$ cat config.mk
export PLATFORM = sky130hd
export DESIGN_NAME = pport_reg_master
export DESIGN_NICKNAME = d
export VERILOG_FILES = /design/src/rtl/pport_pkg.sv /design/src/rtl/pport_sync.sv /design/src/rtl/pport_cycle_eng.sv /design/src/rtl/pport_txn_seq.sv /design/src/rtl/pport_reg_master.sv
export SDC_FILE = /design/constraint.sdc
export NUM_CORES = 1
export LEC_CHECK = 0
export BUFFER_PORTS_ARGS = -buffer_cell sky130_fd_sc_hd__buf_2
export CORE_ASPECT_RATIO = 1.5
export CORE_UTILIZATION = 42
export DETAILED_ROUTE_END_ITERATION = 12
export MAX_ROUTING_LAYER = met4
export SETUP_SLACK_MARGIN = 0.02
export SYNTH_ARGS = -nofsm -noshare
export SYNTH_HDL_FRONTEND = slang
export SYNTH_SLANG_ARGS = --single-unit
$ cat constraint.sdc
create_clock -name clk -period 3.9 [get_ports clk]
set_input_delay 0.195 -clock clk [delete_from_list [all_inputs] [get_ports clk]]
set_output_delay 0.195 -clock clk [all_outputs]
set_load 0.05 [all_outputs]
$ cat src/rtl/pport_pkg.sv
package pport_pkg;
  localparam int PP_BUS_W = 8;

  typedef enum logic [1:0] {
    OP_ADDR_WR = 2'd0,
    OP_DATA_WR = 2'd1,
    OP_DATA_RD = 2'd2,
    OP_REG_RD  = 2'd3
  } pp_op_e;

  typedef enum logic [1:0] {
    CY_IDLE,
    CY_SETUP,
    CY_STROBE,
    CY_RELEASE
  } cyc_st_e;

  typedef enum logic [1:0] {
    TX_IDLE,
    TX_ISSUE,
    TX_WAIT
  } txn_st_e;
endpackage

$ cat src/rtl/pport_sync.sv
module pport_sync #(
  parameter int W      = 1,
  parameter int STAGES = 2
) (
  input  logic         clk,
  input  logic         rst_n,
  input  logic [W-1:0] d,
  output logic [W-1:0] q
);
  logic [STAGES-1:0][W-1:0] stg;

  generate
    if (STAGES == 1) begin : g_single
      always_ff @(posedge clk or negedge rst_n) begin
        if (!rst_n) stg <= '0;
        else        stg <= d;
      end
    end else begin : g_chain
      always_ff @(posedge clk or negedge rst_n) begin
        if (!rst_n) stg <= '0;
        else        stg <= {stg[STAGES-2:0], d};
      end
    end
  endgenerate

  assign q = stg[STAGES-1];
endmodule

$ cat src/rtl/pport_cycle_eng.sv
module pport_cycle_eng
  import pport_pkg::*;
#(
  parameter int DW = PP_BUS_W,
  parameter int TW = 16
) (
  input  logic          clk,
  input  logic          rst_n,
  input  logic          start,
  input  logic          req_addr,
  input  logic          req_rd,
  input  logic [DW-1:0] req_wdata,
  input  logic [TW-1:0] tmo_limit,
  input  logic          ack_s,
  input  logic [DW-1:0] bus_i,
  output logic          eng_idle,
  output logic          cyc_ok,
  output logic          cyc_tmo,
  output logic [DW-1:0] cyc_rdata,
  output logic          addr_stb_n,
  output logic          data_stb_n,
  output logic          write_n,
  output logic          bus_oe,
  output logic [DW-1:0] bus_o
);
  localparam int CW = TW + 1;

  cyc_st_e       st;
  logic          on_addr;
  logic          rd;
  logic [DW-1:0] wdata;
  logic [TW-1:0] cnt;
  logic [CW-1:0] cnt_next;
  logic          limit_hit;

  assign cnt_next  = {1'b0, cnt} + CW'(1);
  assign limit_hit = cnt_next >= {1'b0, tmo_limit};

  always_ff @(posedge clk or negedge rst_n) begin
    if (!rst_n) begin
      st        <= CY_IDLE;
      on_addr   <= 1'b0;
      rd        <= 1'b1;
      wdata     <= '0;
      cnt       <= '0;
      cyc_rdata <= '0;
      cyc_ok    <= 1'b0;
      cyc_tmo   <= 1'b0;
    end else begin
      cyc_ok  <= 1'b0;
      cyc_tmo <= 1'b0;
      case (st)
        CY_IDLE: begin
          if (start) begin
            on_addr <= req_addr;
            rd      <= req_rd;
            wdata   <= req_wdata;
            st      <= CY_SETUP;
          end
        end
        CY_SETUP: begin
          if (!ack_s) begin
            cnt <= '0;
            st  <= CY_STROBE;
          end
        end
        CY_STROBE: begin
          if (ack_s) begin
            if (rd) cyc_rdata <= bus_i;
            st <= CY_RELEASE;
          end else if (limit_hit) begin
            cyc_tmo <= 1'b1;
            st      <= CY_IDLE;
          end else begin
            cnt <= cnt_next[TW-1:0];
          end
        end
        CY_RELEASE: begin
          if (!ack_s) begin
            cyc_ok <= 1'b1;
            st     <= CY_IDLE;
          end
        end
        default: st <= CY_IDLE;
      endcase
    end
  end

  assign eng_idle   = (st == CY_IDLE);
  assign addr_stb_n = !((st == CY_STROBE) && on_addr);
  assign data_stb_n = !((st == CY_STROBE) && !on_addr);
  assign write_n    = (st == CY_IDLE) ? 1'b1 : rd;
  assign bus_oe     = (st != CY_IDLE) && !rd;
  assign bus_o      = bus_oe ? wdata : '0;

  p_dir_setup_r6: assert property (@(posedge clk) disable iff (!rst_n)
    ($fell(addr_stb_n) || $fell(data_stb_n)) |-> $stable(write_n));

  p_dir_hold_r6: assert property (@(posedge clk) disable iff (!rst_n)
    (!addr_stb_n || !data_stb_n) && $past(!addr_stb_n || !data_stb_n) |-> $stable(write_n));

  p_hold_until_ack_r7: assert property (@(posedge clk) disable iff (!rst_n)
    ($rose(addr_stb_n) || $rose(data_stb_n)) |-> ($past(ack_s) || cyc_tmo));

  p_one_strobe_r7: assert property (@(posedge clk) disable iff (!rst_n)
    !(!addr_stb_n && !data_stb_n));

  p_no_start_busy_r8: assert property (@(posedge clk) disable iff (!rst_n)
    ($fell(addr_stb_n) || $fell(data_stb_n)) |-> !$past(ack_s));

  p_tmo_from_strobe_r9: assert property (@(posedge clk) disable iff (!rst_n)
    cyc_tmo |-> ($past(st) == CY_STROBE) && !$past(ack_s));

  p_no_drive_read_r11: assert property (@(posedge clk) disable iff (!rst_n)
    bus_oe |-> !write_n);
endmodule

$ cat src/rtl/pport_txn_seq.sv
module pport_txn_seq
  import pport_pkg::*;
#(
  parameter int DW = PP_BUS_W
) (
  input  logic          clk,
  input  logic          rst_n,
  input  logic          cmd_valid,
  output logic          cmd_ready,
  input  logic [1:0]    cmd_op,
  input  logic [DW-1:0] cmd_addr,
  input  logic [DW-1:0] cmd_wdata,
  input  logic          eng_idle,
  input  logic          cyc_ok,
  input  logic          cyc_tmo,
  input  logic [DW-1:0] cyc_rdata,
  output logic          start,
  output logic          iss_addr,
  output logic          iss_rd,
  output logic [DW-1:0] iss_wdata,
  output logic          done,
  output logic [DW-1:0] rsp_data,
  output logic          rsp_err
);
  txn_st_e       st;
  pp_op_e        cur_op;
  logic [DW-1:0] cur_addr;
  logic [DW-1:0] cur_wdata;
  logic          in_data;
  logic          final_phase;

  always_comb begin
    iss_addr  = 1'b0;
    iss_rd    = 1'b0;
    iss_wdata = cur_wdata;
    case (cur_op)
      OP_ADDR_WR: begin
        iss_addr  = 1'b1;
        iss_wdata = cur_addr;
      end
      OP_DATA_WR: iss_rd = 1'b0;
      OP_DATA_RD: iss_rd = 1'b1;
      OP_REG_RD: begin
        if (!in_data) begin
          iss_addr  = 1'b1;
          iss_wdata = cur_addr;
        end else begin
          iss_rd = 1'b1;
        end
      end
      default: iss_rd = 1'b0;
    endcase
  end

  assign final_phase = (cur_op != OP_REG_RD) || in_data;
  assign cmd_ready   = (st == TX_IDLE);
  assign start       = (st == TX_ISSUE) && eng_idle;

  always_ff @(posedge clk or negedge rst_n) begin
    if (!rst_n) begin
      st        <= TX_IDLE;
      cur_op    <= OP_ADDR_WR;
      cur_addr  <= '0;
      cur_wdata <= '0;
      in_data   <= 1'b0;
      done      <= 1'b0;
      rsp_data  <= '0;
      rsp_err   <= 1'b0;
    end else begin
      done <= 1'b0;
      case (st)
        TX_IDLE: begin
          if (cmd_valid) begin
            cur_op    <= pp_op_e'(cmd_op);
            cur_addr  <= cmd_addr;
            cur_wdata <= cmd_wdata;
            in_data   <= 1'b0;
            st        <= TX_ISSUE;
          end
        end
        TX_ISSUE: begin
          if (eng_idle) st <= TX_WAIT;
        end
        TX_WAIT: begin
          if (cyc_tmo) begin
            done    <= 1'b1;
            rsp_err <= 1'b1;
            st      <= TX_IDLE;
          end else if (cyc_ok) begin
            if (!final_phase) begin
              in_data <= 1'b1;
              st      <= TX_ISSUE;
            end else begin
              done    <= 1'b1;
              rsp_err <= 1'b0;
              if (iss_rd) rsp_data <= cyc_rdata;
              st      <= TX_IDLE;
            end
          end
        end
        default: st <= TX_IDLE;
      endcase
    end
  end

  p_done_pulse_r10: assert property (@(posedge clk) disable iff (!rst_n)
    done |=> !done);

  p_rsp_stable_r10: assert property (@(posedge clk) disable iff (!rst_n)
    !done |-> ($stable(rsp_data) && $stable(rsp_err)));

  p_ready_drop_r10: assert property (@(posedge clk) disable iff (!rst_n)
    (cmd_valid && cmd_ready) |=> !cmd_ready);

  p_chain_no_data_after_tmo_r9: assert property (@(posedge clk) disable iff (!rst_n)
    (cyc_tmo && st == TX_WAIT) |=> (st == TX_IDLE));
endmodule

$ cat src/rtl/pport_reg_master.sv
module pport_reg_master
  import pport_pkg::*;
#(
  parameter int DW          = PP_BUS_W,
  parameter int TW          = 16,
  parameter int SYNC_STAGES = 2
) (
  input  logic          clk,
  input  logic          rst_n,
  input  logic          cmd_valid,
  output logic          cmd_ready,
  input  logic [1:0]    cmd_op,
  input  logic [DW-1:0] cmd_addr,
  input  logic [DW-1:0] cmd_wdata,
  input  logic [TW-1:0] tmo_limit,
  output logic          done,
  output logic [DW-1:0] rsp_data,
  output logic          rsp_err,
  output logic          pp_addr_stb_n,
  output logic          pp_data_stb_n,
  output logic          pp_write_n,
  input  logic          pp_ack,
  input  logic [DW-1:0] pp_data_i,
  output logic [DW-1:0] pp_data_o,
  output logic          pp_data_oe
);
  logic          ack_s;
  logic          eng_idle;
  logic          cyc_ok;
  logic          cyc_tmo;
  logic [DW-1:0] cyc_rdata;
  logic          start;
  logic          iss_addr;
  logic          iss_rd;
  logic [DW-1:0] iss_wdata;

  pport_sync #(.W(1), .STAGES(SYNC_STAGES)) i_ack_sync (
    .clk   (clk),
    .rst_n (rst_n),
    .d     (pp_ack),
    .q     (ack_s)
  );

  pport_txn_seq #(.DW(DW)) i_seq (
    .clk       (clk),
    .rst_n     (rst_n),
    .cmd_valid (cmd_valid),
    .cmd_ready (cmd_ready),
    .cmd_op    (cmd_op),
    .cmd_addr  (cmd_addr),
    .cmd_wdata (cmd_wdata),
    .eng_idle  (eng_idle),
    .cyc_ok    (cyc_ok),
    .cyc_tmo   (cyc_tmo),
    .cyc_rdata (cyc_rdata),
    .start     (start),
    .iss_addr  (iss_addr),
    .iss_rd    (iss_rd),
    .iss_wdata (iss_wdata),
    .done      (done),
    .rsp_data  (rsp_data),
    .rsp_err   (rsp_err)
  );

  pport_cycle_eng #(.DW(DW), .TW(TW)) i_eng (
    .clk        (clk),
    .rst_n      (rst_n),
    .start      (start),
    .req_addr   (iss_addr),
    .req_rd     (iss_rd),
    .req_wdata  (iss_wdata),
    .tmo_limit  (tmo_limit),
    .ack_s      (ack_s),
    .bus_i      (pp_data_i),
    .eng_idle   (eng_idle),
    .cyc_ok     (cyc_ok),
    .cyc_tmo    (cyc_tmo),
    .cyc_rdata  (cyc_rdata),
    .addr_stb_n (pp_addr_stb_n),
    .data_stb_n (pp_data_stb_n),
    .write_n    (pp_write_n),
    .bus_oe     (pp_data_oe),
    .bus_o      (pp_data_o)
  );
endmodule

# Yosys cells after proc, flatten, opt, wreduce, memory -nomap -nowiden
# Index checks and enable logic that the tools add are counted.
# W data, S select, Z words.
# word_totals
register_bits,71
in_bits,46
output_inout_bits,23
word_cells,108
# classes
addsub,1
n_lt_le_gt_ge,1
n_eq_ne,20
muxes,41
n_bitwise,1
reduce_logical,26
# ops
operator,count
$mux W16,3
$pmux W16 S2,1
$mux W1,20
$mux W2,9
$add A16 B1 Y17 const B,1
$ge A17 B16 Y1,1
$mux W8,2
$ne A2 B2 Y1 const B,8
$pmux W8 S2,1
$eq A2 B2 Y1 const B,5
$reduce_and A5 Y1,2
$reduce_bool A2 Y1,5
$reduce_and A3 Y1,3
$pmux W2 S4,1
$reduce_and A4 Y1,2
$logic_not A2 Y1,3
$ne A2 B1 Y1 const B,3
$pmux W1 S2,3
$pmux W2 S3,1
$eq A2 B1 Y1 const B,2
$logic_and A1 B1 Y1,4
$logic_not A1 Y1,4
$reduce_and A2 Y1,2
$ne A3 B1 Y1 const B,1
other kinds (3),3

# Depth between registers and ports, before layout
# Gate-level depths: netlist (run 1).
# logic_depth
depth_word,6
mapped_depth,15
depth_no_buf,13

# By module
# From an unflattened synthesis (run 1), not the netlist that was laid out.
# unflattened
hier_cells,349
area_unflattened_um2,3903.7
# modules_own_cells
module,n_inst,cells_each,area_per_inst_um2,seq_area_each_um2
pport_cycle_eng,1,223,2314.7,952.2
pport_txn_seq,1,124,1539.0,775.7
pport_sync,1,2,50.0,50.0

# Worst setup path after synthesis (run 1)
# No wires, ideal clock.
# synth_path
path_kind,flip-flop to flip-flop
startpoint,reg i_eng.cnt[0]
endpoint,reg i_eng.cnt[5]
setup_time_ns,0.125
arrival_ns,3.017
required_time_ns,3.775
slack_ns,0.758
path_stages_with_launch,16
n_path_buf,2
period_less_slack_ns,3.142
cell_sequence,dfrtp_1 > ha_1 > nand3_2 > nor3_2 > nand3_1 > or2_1 > nand2_1 > ha_1 > a21o_1 > a21o_1 > a31oi_4 > o211ai_4 > or2_1 > buf_6 > buf_6 > mux2_4
# synth_via
elab_chain_len,4
word_cells_on_any_way,7
cone_classes,1 x add/sub; 1 x order compare; 1 x eq/ne; 3 x mux; 1 x reduce/logical
# synth_rtl
item,line,rtl
from (decl),pport_cycle_eng.sv:32,logic [TW-1:0] cnt;
from (signal assigned),pport_cycle_eng.sv:75,cnt <= cnt_next[TW-1:0];
$add A16 B1 Y17 (*),pport_cycle_eng.sv:36,"assign cnt_next = {1'b0, cnt} + CW'(1);"
$ge A17 B16 Y1 or $mux W16 (tied branches),"pport_cycle_eng.sv:37, pport_cycle_eng.sv:71",
$ne A2 B2 Y1 (no line) or $mux W16 (tied branches),-,
$reduce_and A4 Y1 (no line) or $pmux W16 S2 (tied branches),-,
# Every way passes the cells marked *; elsewhere a longest branch is shown, timed or not. The select of a mux whose other input is x is not followed.
# A chain may end at the register's enable or synchronous reset.

# Worst setup path after layout (run 1)
# layout_path
startpoint,reg i_eng.cnt[0]
endpoint,reg i_eng.cnt[2]
# The elaborated chain is that of the path after synthesis.

==> reports/metrics.cfg, run 1 <==
[grt]
grt_pass1_wl_um=12600
antenna_found_initial=0
grt_util_all_layers=0.185
overflow=0
grt_pass1_vias=2766
grt_max_degree=47

[die]
initial_core_util=0.436
dieArea_um2=9240
die_h_um=117
coreArea_um2=8520
rows=41
fp.dieW_um=78.8
ioPinCount=69

[power_and_ir_drop]
p_leak_nw=2.23
peakVddDrop_uv=347
p_total_mw=3.41
power_density_nw_per_um2=756

[setup_path]
crit_path_max_fanout=17
end_kind=flip-flop
crit_slowest_cell=or2_1
crit_family=simple AND/OR/NAND/NOR gates
startpoint_type=flip-flop
critPathMaxStageDelay_ns=0.64
worstSetupPathType=reg -> reg
critical_path_arrival_ns=3.80
required_ns=4.11
critPathBufInv=0
cp_cell_sequence=ha_1 > nand3_2 > nor3_2 > nand4_1 > xnor2_1 > ha_1 > nand2_1 > o211ai_1 > nor3_2 > o211ai_4 > or2_1 > mux2_1

[synthesis]
ys_seq_area_frac=0.478
synth_nets=404
ys_types=47
ys.flop_type=dfrtp_1
synth_edf_count=0
syn_inst=338
synth.avg_cell_area_um2=11.0
ys_async_sr_fraction=1.00
ys_ff_latch=71
yosys_warnings=0
netlist_area_um2=3720

[detailed_routing]
via_per_inst=5.19
wl_met1_um=3200
vias=2716
wirelength_um=7550
highest_layer=met4
first_pass_iters=4
drcViolationCount=0
wl_met3_um=238
drt_iter0_markers=68
wl_per_cell_um=14.4
wl_met2_um=4030
ant_nets=0

[timing]
drv_slew=0
period_minus_slack_ns=3.59
finalHoldWorstSlack_ns=0.0479
slew_headroom=0.296
rsz0062_at_grt=no
finalSetupTns_ns=0
fin_skew_ns=0.00605
fmax_ghz=0.278
hold_viol_final=0
worstMarginPinSlew_ns=1.06
finalSetupViolations=0
fin_crit_sh=0.921

[placement]
dp_hpwl_um=5590
place_area_um2=4150
place_congestion=0.789
port_buffers=68

[clocking]
cts_setup_buffers=0
insertion_delay_ns=0.33
ctsResizeCount=0
cts-root-buf=clkbuf_16
cts_max_level=3
cts_buffer_depth=2
cts_num_sinks=71
path_clk_slew_ns=0.06
cts_tree=yes
cts_made_buffers=9
ctsHoldBuffers=1

[flow_run]
cap_violations=0

[finish]
diodes=0
fin_nets=477
fillers=827
multi_input_area_um2=1810
final_common_cell=dfrtp_1
seq_area_um2=1780
finalCoreUtilization=0.530
fin_area_um2=4510
layout-drive-gt1-share=0.320
syn_to_final_growth_pct=21.3
most-common-layout-cells=dfrtp_1 (70), buf_2 (68), mux2_2 (33)

[status]
status=completed

[min_path]
hp-class=in -> async

-- final cells by class --
type	count	share of cell area
timing repair buffer	70	0.0794
clock buffer	10	0.0530
tap	107	0.0297
sequential	71	0.394
clock inverter	6	0.0239
inverter	22	0.0183
multi-input combinational	237	0.401
-- logic make-up (layout without fill, tap and decap cells) --
family	after synthesis	count (layout)	synth area share
AND/OR/NAND/NOR	113	113	0.160
flip-flops	71	71	0.478
AO/OA/AOI/OAI	51	51	0.104
multiplexers	44	44	0.135
buffers and inverters	30	108	0.0343
adder cells (fa/ha/maj)	20	20	0.0673
XOR/XNOR	9	9	0.0212
-- Yosys cell counts, drive strengths merged (6+ instances only) --
| master | number | area share |
|---|---|---|
| and2 | 18 | 0.030 |
| nor2 | 32 | 0.032 |
| nand3 | 8 | 0.013 |
| a211oi | 6 | 0.012 |
| ha | 20 | 0.067 |
| nand4 | 6 | 0.010 |
| a221oi | 8 | 0.019 |
| nand2 | 22 | 0.022 |
| mux2 | 42 | 0.13 |
| a21oi | 10 | 0.013 |
| dfrtp | 70 | 0.47 |
| inv | 22 | 0.022 |
| o21ai | 6 | 0.0081 |
| clkbuf | 6 | 0.0061 |
-- where the power goes --
group / internal (mW) / switching [mW]
logic: 0.449 / 0.830
clock network: 0.640 / 0.305
registers: 1.02 / 0.169
-- registers in the layout (all words and copies together), names as in the netlist --
signal	cells
i_eng.wdata	8
i_seq.cur_addr	8
i_eng.st	2
i_eng.rd	1
i_seq.in_data	1
i_seq.st	2
i_eng.cyc_rdata	8
i_seq.rsp_err	1
i_ack_sync.q	1
i_seq.cur_wdata	8
i_ack_sync.stg	1
i_eng.cnt	16
i_eng.cyc_tmo	1
i_seq.done	1
i_seq.rsp_data	8
i_eng.on_addr	1
i_seq.cur_op	2
i_eng.cyc_ok	1
-- worst paths after layout --
kind / slack, ns / cells past startpoint / from / to
min in group clk: 0.08 / 3 / cmd_op[0] / i_seq.cur_op[0]$_DFFE_PN0P_
max in group asynchronous: 2.86 / 2 / rst_n / i_eng.rd$_DFFE_PN1P_
hold / removal: 0.05 / 1 / rst_n / i_eng.wdata[2]$_DFFE_PN0P_
setup reg to reg: 0.31 / 12 / i_eng.cnt[0]$_DFFE_PN0P_ / i_eng.cnt[2]$_DFFE_PN0P_
hold reg to reg: 0.35 / 0 / i_ack_sync.stg[0]$_DFF_PN0_ / i_ack_sync.q$_DFF_PN0_
setup / recovery: 0.31 / 12 / i_eng.cnt[0]$_DFFE_PN0P_ / i_eng.cnt[2]$_DFFE_PN0P_
-- layer usage --
layer,global-route usage,up-vias
met5,-,-
li1,-,1335
met1,0.207,1319
met4,0.0741,0
met2,0.325,56
met3,0.0333,6
-- through the flow --
step,setup slack (ns),instances
finish,0.309,523
global route,0.0546,523
CTS,0.267,523
detailed placement,0.280,506
global placement,0.382,506
floorplan,0.758,338
No activity file was read; power rests on OpenSTA's default activity.
==> run 2: changes to the inputs <==
==> constraint.sdc (replaced) <==
create_clock -name clk -period 3.9 [get_ports clk]
set_input_delay 0.39 -clock clk [delete_from_list [all_inputs] [get_ports clk]]
set_output_delay 0.39 -clock clk [all_outputs]
set_load 0.05 [all_outputs]
==> run 2 against run 1 <==
Compared with the run above: die area stayed put; clock-buffer cell count grew 2; register-to-register slack improved by 0.03 ns; routed wire length decreased by 3.0%; total power decreased by 5.8%; setup slack better by 0.031 ns.
==> reports/metrics.cfg, run 2 (synthesis gave the netlist of run 1 again) <==
[setup_path]
critPathBufInv=0  ; unchanged
end_kind=flip-flop
crit_path_max_fanout=17  ; unchanged
cp_cell_sequence=ha_1 > nand3_2 > nor3_2 > nand4_1 > xnor2_1 > ha_1 > nand2_1 > o211ai_1 > nor3_2 > o211ai_4 > or2_1 > mux2_1
worstSetupPathType=reg -> reg
critPathMaxStageDelay_ns=0.65  ; about the same
startpoint_type=flip-flop
crit_slowest_cell=or2_1
crit_family=simple AND/OR/NAND/NOR gates
critical_path_arrival_ns=3.77  ; -0.03 ns
required_ns=4.11  ; about the same

[power_and_ir_drop]
p_sw_mw=1.29  ; -1.3%
combPwrFrac=0.396  ; +0.021
peakVddDrop_uv=489  ; +41%
power_density_nw_per_um2=724  ; -4.2%
clkPwrFrac=0.234  ; -0.043
switching_share=0.400  ; +0.0179
p_leak_nw=2.20  ; -1.2%
seqPwrFrac=0.370  ; +0.022
power.internal_mw=1.93  ; -8.5%
p_total_mw=3.21  ; -5.8%

[clocking]
cts_tree=yes
ctsHoldBuffers=0  ; -1
ctsResizeCount=0  ; unchanged
path_clk_slew_ns=0.06  ; about the same
cts_max_level=3  ; unchanged
cts_num_sinks=71  ; unchanged
cts_buffer_depth=2  ; unchanged
cts_made_buffers=9  ; unchanged
insertion_delay_ns=0.33  ; about the same
cts_setup_buffers=0  ; unchanged
cts-root-buf=clkbuf_16

[timing]
fin_skew_ns=0.00440  ; -0.00165 ns
slew_headroom=0.422  ; +0.127
worst_slack_ns=0.339  ; +0.0308 ns
rsz0062_at_grt=no
finalSetupTns_ns=0  ; unchanged
finalSetupViolations=0  ; unchanged
period_minus_slack_ns=3.56  ; -0.0308 ns
fmax_ghz=0.281  ; +0.87%
worstMarginPinSlew_ns=0.866  ; -0.190 ns
drv_slew=0  ; unchanged
hold_viol_final=0  ; unchanged
fin_crit_sh=0.913  ; -0.00790

[die]
ioPinCount=69  ; unchanged
dieArea_um2=9240  ; unchanged
die_h_um=117  ; unchanged
fp.dieW_um=78.8  ; unchanged
rows=41  ; unchanged
initial_core_util=0.436  ; unchanged
coreArea_um2=8520  ; unchanged

[grt]
grt_max_degree=32  ; -32%
overflow=0  ; unchanged
antenna_found_initial=0  ; unchanged
grt_pass1_vias=2677  ; -3.2%
grt_util_all_layers=0.178  ; -0.00669
grt_pass1_wl_um=12100  ; -4.2%

[detailed_routing]
vias=2673  ; -1.6%
drt_iter0_markers=126  ; +85%
drcViolationCount=0  ; unchanged
via_per_inst=5.11  ; -1.6%
ant_nets=0  ; unchanged
first_pass_iters=4  ; unchanged
wirelength_um=7330  ; -3.0%
wl_per_cell_um=14.0  ; -3.0%

[finish]
fin_nets=477  ; unchanged
most-common-layout-cells=dfrtp_1 (70), buf_2 (68), mux2_2 (33)
largest_reg_flops=16  ; unchanged
syn_to_final_growth_pct=19.4
top_register=i_eng.cnt
stdcell_count=523  ; unchanged
final_common_cell=dfrtp_1
diodes=0  ; unchanged
layout-drive-gt1-share=0.320  ; unchanged

[placement]
dp_cells=507  ; +0.20%
place_congestion=0.800  ; +1.4%
dp_hpwl_um=5440  ; -2.7%
dp_slack_ns=0.322  ; +0.0423 ns
port_buffers=68  ; unchanged

[min_path]
hp-class=in -> async

[status]
status=completed

[flow_run]
cap_violations=0  ; unchanged

[run 2: changes by cell type in the layout (fill, tap and decap cells not counted)]
cell	delta
bufinv_16	-3
clkbuf_8	+1
clkbuf_1	+1
dlygate4sd3_1	-1
clkinv_2	+2
clkinvlp_4	-1
buf_4	+1
[run 2: final timing paths]
kind	from	to	slack (ns)	depth (start not counted)
worst max-delay path	i_eng.cnt[0]$_DFFE_PN0P_	i_eng.cnt[4]$_DFFE_PN0P_	0.34	12
worst min-delay path	rst_n	i_seq.cur_wdata[2]$_DFFE_PN0P_	0.10	1
worst max register to register	i_eng.cnt[0]$_DFFE_PN0P_	i_eng.cnt[4]$_DFFE_PN0P_	0.34	12
worst min register to register	i_ack_sync.stg[0]$_DFF_PN0_	i_ack_sync.q$_DFF_PN0_	0.35	0
max in group asynchronous	rst_n	i_eng.rd$_DFFE_PN1P_	2.94	2
min in group clk	pp_ack	i_ack_sync.stg[0]$_DFF_PN0_	0.17	1
[run 2: cell type report]
class                   instances  area, µm²
multi-input cells             237       1810
clock inverters                 4       20.0
inverters                      22       82.6
repair buffers                 70        355
flip-flops and latches         71       1780
well taps                     107        134
clock buffers                  12        256
fillers                       810       4080
[run 2: per-layer routing]
metal | track usage | wire [µm] | up-vias
li1 | - | - | 1334
met1 | 0.195 | 3140 | 1267
met4 | 0.0741 | 130 | 0
met3 | 0.0333 | 284 | 10
met2 | 0.315 | 3770 | 62
met5 | - | 0 | -
[run 2: per-stage QoR]
stage | utilization | hold WS [ns] | cell area (µm²)
floorplan | - | 0.0944 | 3720
global placement | 0.489 | 0.336 | 4160
detailed placement | 0.489 | 0.340 | 4160
CTS | 0.521 | 0.135 | 4440
global route | 0.521 | 0.167 | 4440
finish | 0.521 | 0.102 | 4440
[run 2: power by group through the flow]
stage	combinational (mW)	clock, mW	sequential, mW
floorplan	0.892	0	1.29
global placement	1.27	0	1.19
detailed placement	1.28	0	1.20
CTS	1.29	0.769	1.19
global route	1.39	0.798	1.23
finish	1.27	0.751	1.19
